$ cat src/rtl/pla_pkg.sv
package pla_pkg;
  localparam int LANES  = 4;
  localparam int LANE_W = 4;
  localparam int ELEM_W = 3;
  localparam int BEL_W  = 2;

  typedef enum logic [1:0] {
    MODE_ONE  = 2'b00,
    MODE_TWO  = 2'b01,
    MODE_FOUR = 2'b10,
    MODE_RSVD = 2'b11
  } part_mode_e;
endpackage

$ cat src/rtl/pla_lane_map.sv
module pla_lane_map
  import pla_pkg::*;
#(
  parameter int N_LANES = LANES,
  parameter int E_W     = ELEM_W,
  parameter int B_W     = BEL_W
) (
  input  part_mode_e                 mode,
  input  logic [N_LANES*B_W-1:0]     b_packed,
  output logic [N_LANES-1:0]         lane_act,
  output logic [N_LANES*E_W-1:0]     b_wide
);
  localparam int PAD_B = E_W - B_W;

  for (genvar i = 0; i < N_LANES; i++) begin : g_lane
    always_comb begin
      lane_act[i] = 1'b0;
      unique case (mode)
        MODE_ONE:  lane_act[i] = (i == 0);
        MODE_TWO:  lane_act[i] = ((i % (N_LANES / 2)) == 0);
        MODE_FOUR: lane_act[i] = 1'b1;
        default:   lane_act[i] = 1'b0;
      endcase
    end
    assign b_wide[i*E_W +: E_W] = {{PAD_B{1'b0}}, b_packed[i*B_W +: B_W]};
  end
endmodule

$ cat src/rtl/pla_lane_add.sv
module pla_lane_add
  import pla_pkg::*;
#(
  parameter int N_LANES = LANES,
  parameter int L_W     = LANE_W,
  parameter int E_W     = ELEM_W
) (
  input  logic [N_LANES*L_W-1:0] a_pad,
  input  logic [N_LANES*E_W-1:0] b_wide,
  input  logic [N_LANES-1:0]     lane_act,
  output logic [N_LANES*L_W-1:0] sum_pad
);
  localparam int PAD_W = L_W - E_W;

  for (genvar i = 0; i < N_LANES; i++) begin : g_add
    logic [E_W-1:0] elem_sum;
    assign elem_sum = a_pad[i*L_W +: E_W] + b_wide[i*E_W +: E_W];
    assign sum_pad[i*L_W +: L_W] = lane_act[i] ? {{PAD_W{1'b0}}, elem_sum}
                                               : '0;
  end
endmodule

$ cat src/rtl/padded_lane_adder.sv
module padded_lane_adder
  import pla_pkg::*;
#(
  parameter int N_LANES = LANES,
  parameter int L_W     = LANE_W,
  parameter int E_W     = ELEM_W,
  parameter int B_W     = BEL_W,
  localparam int A_W    = N_LANES * L_W,
  localparam int PB_W   = N_LANES * B_W
) (
  input  logic            clk,
  input  logic            rst_n,
  input  logic            in_valid,
  output logic            in_ready,
  input  logic [1:0]      mode,
  input  logic [A_W-1:0]  opa,
  input  logic [PB_W-1:0] opb,
  output logic            out_valid,
  input  logic            out_ready,
  output logic [A_W-1:0]  out_sum
);
  logic [N_LANES-1:0]     lane_act;
  logic [N_LANES*E_W-1:0] b_wide;
  logic [A_W-1:0]         sum_c;
  logic                   take;

  pla_lane_map #(.N_LANES(N_LANES), .E_W(E_W), .B_W(B_W)) u_map (
    .mode     (part_mode_e'(mode)),
    .b_packed (opb),
    .lane_act (lane_act),
    .b_wide   (b_wide)
  );

  pla_lane_add #(.N_LANES(N_LANES), .L_W(L_W), .E_W(E_W)) u_add (
    .a_pad    (opa),
    .b_wide   (b_wide),
    .lane_act (lane_act),
    .sum_pad  (sum_c)
  );

  assign in_ready = !out_valid || out_ready;
  assign take     = in_valid && in_ready;

  always_ff @(posedge clk or negedge rst_n) begin
    if (!rst_n) begin
      out_valid <= 1'b0;
      out_sum   <= '0;
    end else begin
      if (take) begin
        out_valid <= 1'b1;
        out_sum   <= sum_c;
      end else if (out_ready) begin
        out_valid <= 1'b0;
      end
    end
  end
endmodule

$ cat config.mk
export PLATFORM = sky130hd
export DESIGN_NAME = padded_lane_adder
export DESIGN_NICKNAME = d
export VERILOG_FILES = /design/src/rtl/pla_pkg.sv /design/src/rtl/pla_lane_map.sv /design/src/rtl/pla_lane_add.sv /design/src/rtl/padded_lane_adder.sv
export SDC_FILE = /design/constraint.sdc
export NUM_CORES = 1
export LEC_CHECK = 0
export BUFFER_PORTS_ARGS = -buffer_cell sky130_fd_sc_hd__buf_2
export CORE_UTILIZATION = 43
export DETAILED_ROUTE_END_ITERATION = 8
export PLACE_DENSITY_LB_ADDON = 0.08
export SYNTH_ARGS = -nofsm -noshare
export SYNTH_HDL_FRONTEND = slang
export SYNTH_SLANG_ARGS = --single-unit
$ cat constraint.sdc
create_clock -name clk -period 1.3 [get_ports clk]
set_input_delay 0.065 -clock clk [delete_from_list [all_inputs] [get_ports clk]]
set_output_delay 0.065 -clock clk [all_outputs]
set_load 0.05 [all_outputs]
==> results of run 1 <==
state kept, by name, indices dropped and copies added, names as in the netlist:
signal,flops
out_sum,12
out_valid,1
cell usage after synthesis (all sizes together):
cell type  count
a21bo          2
a22o           2
and3           1
buf            5
conb           1
dfrtp         13
fa             4
ha             6
inv           13
mux2           8
nand2          1
nand2b         1
nand4          2
nor2           4
nor2b          4
or2b           1
xnor2          2
xor2           2
critical path: cells and delay by family, from the launching register on:
kind / cells / cell delay, ps
buffers and inverters: 1 / 270
and+or+nand+nor: 1 / 110
DFF: 1 / 420
power by group:
part           leakage [nW]  total, mW  internal, mW  switching (mW)
logic                 0.449      0.527         0.177           0.350
registers             0.167      0.488         0.461          0.0273
clock network        0.0150      0.246         0.119           0.127
cell families after synthesis:
kind of cell | share of synthesized area, %
AO/OA/AOI/OAI | 4.41
flip-flops | 38.2
multiplexers | 13.2
adder cells (fa/ha/maj) | 18.2
other | 0.441
buffers and inverters | 10.6
AND/OR/NAND/NOR | 10.7
XOR/XNOR | 4.12
worst paths after layout:
check | end
worst max-delay path | in_ready
worst max register to register | out_sum[9]
worst min-delay path | out_valid
max in group asynchronous | out_valid
worst min register to register | out_sum[12]
min in group asynchronous | out_sum[5]
final cells by class:
class | count | area, µm²
timing repair buffer | 40 | 205
fill | 166 | 698
sequential | 13 | 327
multi-input combinational | 44 | 447
clock buffer | 4 | 26.3
tap | 25 | 31.3
inverter | 13 | 48.8
per-layer routing:
metal / part of all wire (%) / global-route usage, %
met2: 51 / 27.2
met1: 40 / 16.7
met4: 1.2 / 8.82
met5: 0 / 0
met3: 7.2 / 6.27
metrics by stage:
stage          setup WS, ps  power, mW  utilization [%]  TNS, ps
3_3_place_gp           20.0       1.02             58.8        0
4_1_cts                 145       1.28             60.8        0
6_report                163       1.26             60.8        0
2_1_floorplan         -82.8      0.905                -     -497
5_1_grt                 108       1.34             60.8        0
3_5_place_dp          -20.6       1.03             58.8    -20.6
timing repair:
item                      4_1_cts  5_1_grt
hold endpoints to repair       13        0
hold buffers                    1        0
gates resized for setup         0        0
setup buffers                   0        0
==> impl_metrics.yaml, run 1 <==
timing:
  grt_setup_unrepaired: "no"
  drv_slew: 0
  final-hold-violation-count: 0
  clock_skew_ps: 4.37
  min_period_ps: 1140
  hold_slack_ps: 66.6
  finalCritPeriodShare_pct: 87.5
  setup_viol: 0
  max_freq_mhz: 879
placed_design:
  io_buffers: 39
  place.gp.congestion: 0.706
  place_inst: 134
  place_area_mm2: 0.00105
  hpwl_um: 1200
global_route:
  grtUsageTotal_pct: 16.1
  grt_pass1_wl_um: 2340
  overflow: 0
  grt_pass1_vias: 597
  antenna_found_initial: 0
  grt_max_degree: 14
worst_hold_path:
  hp-class: "in2reg"
  hold_start: "in_valid"
  holdPathStages: 2
final_layout:
  drive_gt1_share_pct: 48.2
  final_common_cell: "buf_2"
  layout_common_cells: "buf_2, inv_1, dfrtp_1"
  fin_nets: 155
  final_cells: 139
  stdcell_area_mm2: 0.00108
  antenna-diode-count: 0
  areaGrowthSynthToFinish_pct: 27.5
synthesis:
  synth_top_area_share_pct: 38.2
  synth_area_leaders: "dfrtp_1, mux2_4, fa_1"
  yosys_warnings: 0
  ys_types: 20
  synth_top_cell_by_area: "dfrtp_1"
  synth-seq-area-share_pct: 38.2
  synth.avg_cell_area_um2: 11.8
  syn_area_um2: 851
  synth.ff_latch_count: 13
  syn_inst: 72
setup_path:
  critPathArrivalTime_ps: 1070
  slowest_stage: "dfrtp_2"
  path_class: "reg2out"
  crit_chain: "nand2b_4 -> buf_2"
  cpPeakStageDelay_ps: 420
  startpoint: "out_valid"
  cp.required_ps: 1240
  critPathMaxFanout: 6
  cp-end-kind: "primary output"
  critPathLaunchType: "flop"
  r2r_slack_ps: 190
  r2r_cells: 3
  r2r_start: "out_valid"
drt:
  wl_um: 1480
  dr.pass1.iters: 4
  drc: 0
  drt_iter0_markers: 3
  vias: 621
  avgViaCountPerCell: 4.47
  wire_per_inst_um: 10.6
  drtAntennaViolNets: 0
cts:
  cts_tree: "done"
  worstSkewPairLatency_ps: 270
  clockBufferDepth: 2
  cts_buffers: 3
  cts_sinks: 13
  cts-root-buf: "clkbuf_4"
  cts_max_level: 1
  path_clk_slew_ps: 80
floorplanning:
  die_y_um: 46.5
  core-area_mm2: 0.00178
  initial_utilization_pct: 47.7
  dieArea_mm2: 0.00216
  row_count: 15
  die_w_um: 46.5
  io-pin-count: 48
power:
  pwr_density_cell_mw_per_mm2: 1160
  p_leak_nw: 0.631
  ir_worst_vdd_mv: 0.644
run_status:
  outcome: "completed"
run:
  drv_cap: 0
Note: power is estimated with default switching activity, not from simulation.
==> run 2, diff against run 1 <==
--- a/config.mk
+++ b/config.mk
@@ -6,9 +6,10 @@
 export NUM_CORES = 1
 export LEC_CHECK = 0
 export BUFFER_PORTS_ARGS = -buffer_cell sky130_fd_sc_hd__buf_2
-export CORE_UTILIZATION = 43
+export CORE_UTILIZATION = 48
 export DETAILED_ROUTE_END_ITERATION = 8
 export PLACE_DENSITY_LB_ADDON = 0.08
 export SYNTH_ARGS = -nofsm -noshare
 export SYNTH_HDL_FRONTEND = slang
+export SYNTH_HIERARCHICAL = 1
 export SYNTH_SLANG_ARGS = --single-unit
==> run 2 against run 1 <==
- global-route usage decreased by 2.0 points
- core utilization decreased by 0.60 points
- routed wire length increased by 11%
- non-clock buffer count increased by 5
- clock skew decreased by 1.0 ps
- sequential share of layout area increased by 0.73 points
- sequential power increased by 33%
- synthesized cell count increased by 35%
- cell area increased by 28%
- first-iteration DRC count decreased by 67%
- critical path type is now reg2reg
- largest cell class unchanged
==> impl_metrics.yaml, run 2 <==
worst_hold_path:
  hold_end: "out_valid"
  hp-class: "in2reg"
  holdPathStages: 3
  hold_start: "out_ready"
setup_path:
  r2r_cells: 3
  critPathArrivalTime_ps: 1340
  path_class: "reg2reg"
  cp.required_ps: 1480
  critPathLaunchType: "flop"
  rr_endpoint: "out_sum[13]"
  critPathMaxFanout: 16
  r2r_slack_ps: 130
  r2r_start: "out_valid"
  startpoint: "out_valid"
  cp-end-kind: "flop"
final_layout:
  final_cells: 162
  largest_registers: "out_sum: 16 flops, out_valid: 1 flops"
  fill_cells: 209
  layout_common_cells: "buf_2, dfrtp_1, inv_1"
  final_common_cell: "buf_2"
  utilization_pct: 60.2
  antenna-diode-count: 0
  largest_reg_flops: 16
  drive_gt1_share_pct: 50.0
  fin_nets: 175
  largest_register: "out_sum"
  areaGrowthSynthToFinish_pct: 14.6
floorplanning:
  dieArea_mm2: 0.00272
  row_count: 17
  die_w_um: 52.2
  initial_utilization_pct: 52.6
  die_y_um: 52.2
  io-pin-count: 48
  core-area_mm2: 0.00230
global_route:
  grtUsageTotal_pct: 14.1
  grt_pass1_wl_um: 2800
  grt_max_degree: 18
  grt_pass1_vias: 688
  antenna_found_initial: 0
  overflow: 0
synthesis:
  synth.avg_cell_area_um2: 12.4
  synth_area_leaders: "dfrtp_1, mux2_4, buf_4"
  synth_top_area_share_pct: 35.2
  yosys_warnings: 6
  synth-xor-area-share_pct: 7.46
  syn_area_mm2: 0.00121
  synth-seq-area-share_pct: 35.2
  synth_compound_area_share_pct: 0
  synth.area.mux_share_pct: 18.0
  ys_types: 15
  ys.flop_type: "dfrtp_1"
  synth_top_family_by_area: "multiplexers"
  syn_inst: 97
  synth-edff-count: 0
  synthAdderAreaFrac_pct: 12.8
  synth_top_cell_by_area: "dfrtp_1"
  synthSimpleGateAreaFrac_pct: 8.91
  async_flop_share_pct: 100
  synth.ff_latch_count: 17
  synth.cells.most_frequent: "buf_4, dfrtp_1, inv_1"
placed_design:
  io_buffers: 43
  place_inst: 156
  hpwl_um: 1350
  place.gp.congestion: 0.631
drt:
  drc: 0
  dr.pass1.iters: 2
  drt_iter0_markers: 1
  wl_um: 1640
  vias: 692
  avgViaCountPerCell: 4.27
  drtAntennaViolNets: 0
  wire_per_inst_um: 10.1
run_status:
  outcome: "completed"
timing:
  hold_slack_ps: 184
  min_period_ps: 1170
  final-hold-violation-count: 0
  clock_skew_ps: 3.33
  drv_slew: 0
  setup_viol: 0
  max_freq_mhz: 857
  finalCritPeriodShare_pct: 89.8
  grt_setup_unrepaired: "no"
cts:
  path_clk_slew_ps: 100
  cts_max_level: 1
  cts_sinks: 17
  clockBufferDepth: 2
  cts_tree: "done"
  cts-root-buf: "clkbuf_4"
  cts_buffers: 3
  worstSkewPairLatency_ps: 280
power:
  p_leak_nw: 0.812
  pwr_density_cell_mw_per_mm2: 1160
  ir_worst_vdd_mv: 0.531
  total_power_mw: 1.61
run:
  drv_cap: 0
==> run 2: cell types whose count changed after synthesis, sizes merged, moves of 4 or more <==
cell,previous run,this run
xnor3,0,4
nor2,4,0
mux2,8,16
dfrtp,13,17
and2,0,8
buf,5,18
==> run 2: power by group <==
| group | switching, mW | internal, mW |
|---|---|---|
| registers | 0.0428 | 0.607 |
| clock network | 0.164 | 0.114 |
| logic | 0.426 | 0.253 |
| total | 0.633 | 0.974 |
==> run 2: cell type report <==
type                            count  area (µm²)  area share [%]
Clock buffer                        3        22.5            1.63
Clock inverter                      1        5.00           0.362
Inverter                           15        56.3            4.07
Multi-Input combinational cell     53         603            43.6
Sequential cell                    17         427            30.8
Tap cell                           28        35.0            2.53
Timing Repair Buffer               45         235            17.0
==> run 2: stage by stage <==
stage	cell area [µm²]	worst slack [ps]	TNS [ps]
after floorplan	1230	-113	-1160
after global placement	1340	-102	-317
after detailed placement	1340	-123	-426
after CTS	1380	113	0
after global routing	1380	78.4	0
final	1380	132	0
==> run 2: worst max path at each step <==
stage | endpoint | slack, ps
final | out_sum[13] | 130
after global placement | out_sum[6] | -100
after global routing | out_sum[13] | 80
after floorplan | out_sum[10] | -110
after detailed placement | out_sum[6] | -120
after CTS | out_sum[13] | 110
==> run 2: logic make-up after synthesis <==
group / after synthesis
XOR/XNOR: 4
buffers and inverters: 33
flip-flops: 17
AND/OR/NAND/NOR: 15
other: 2
adder cells (fa/ha/maj): 10
multiplexers: 16
==> run 2: critical path, cell delays in order (launching register included) <==
cell	delay, ps
dfrtp_2	390
nand2b_4	70
nand2_4	220
mux2_2	370
==> run 2: what timing repair did <==
| item | in CTS | in global routing |
|---|---|---|
| setup buffers | 0 | 0 |
| gates resized for setup | 0 | 0 |
| hold endpoints to repair | 18 | 0 |
| hold buffers | 2 | 0 |
==> run 2: metal layers <==
layer	routed length, µm	GRT usage, %
met2	770	24.8
met5	0	0
met3	96	2.63
met4	22	6.58
met1	749	16.4
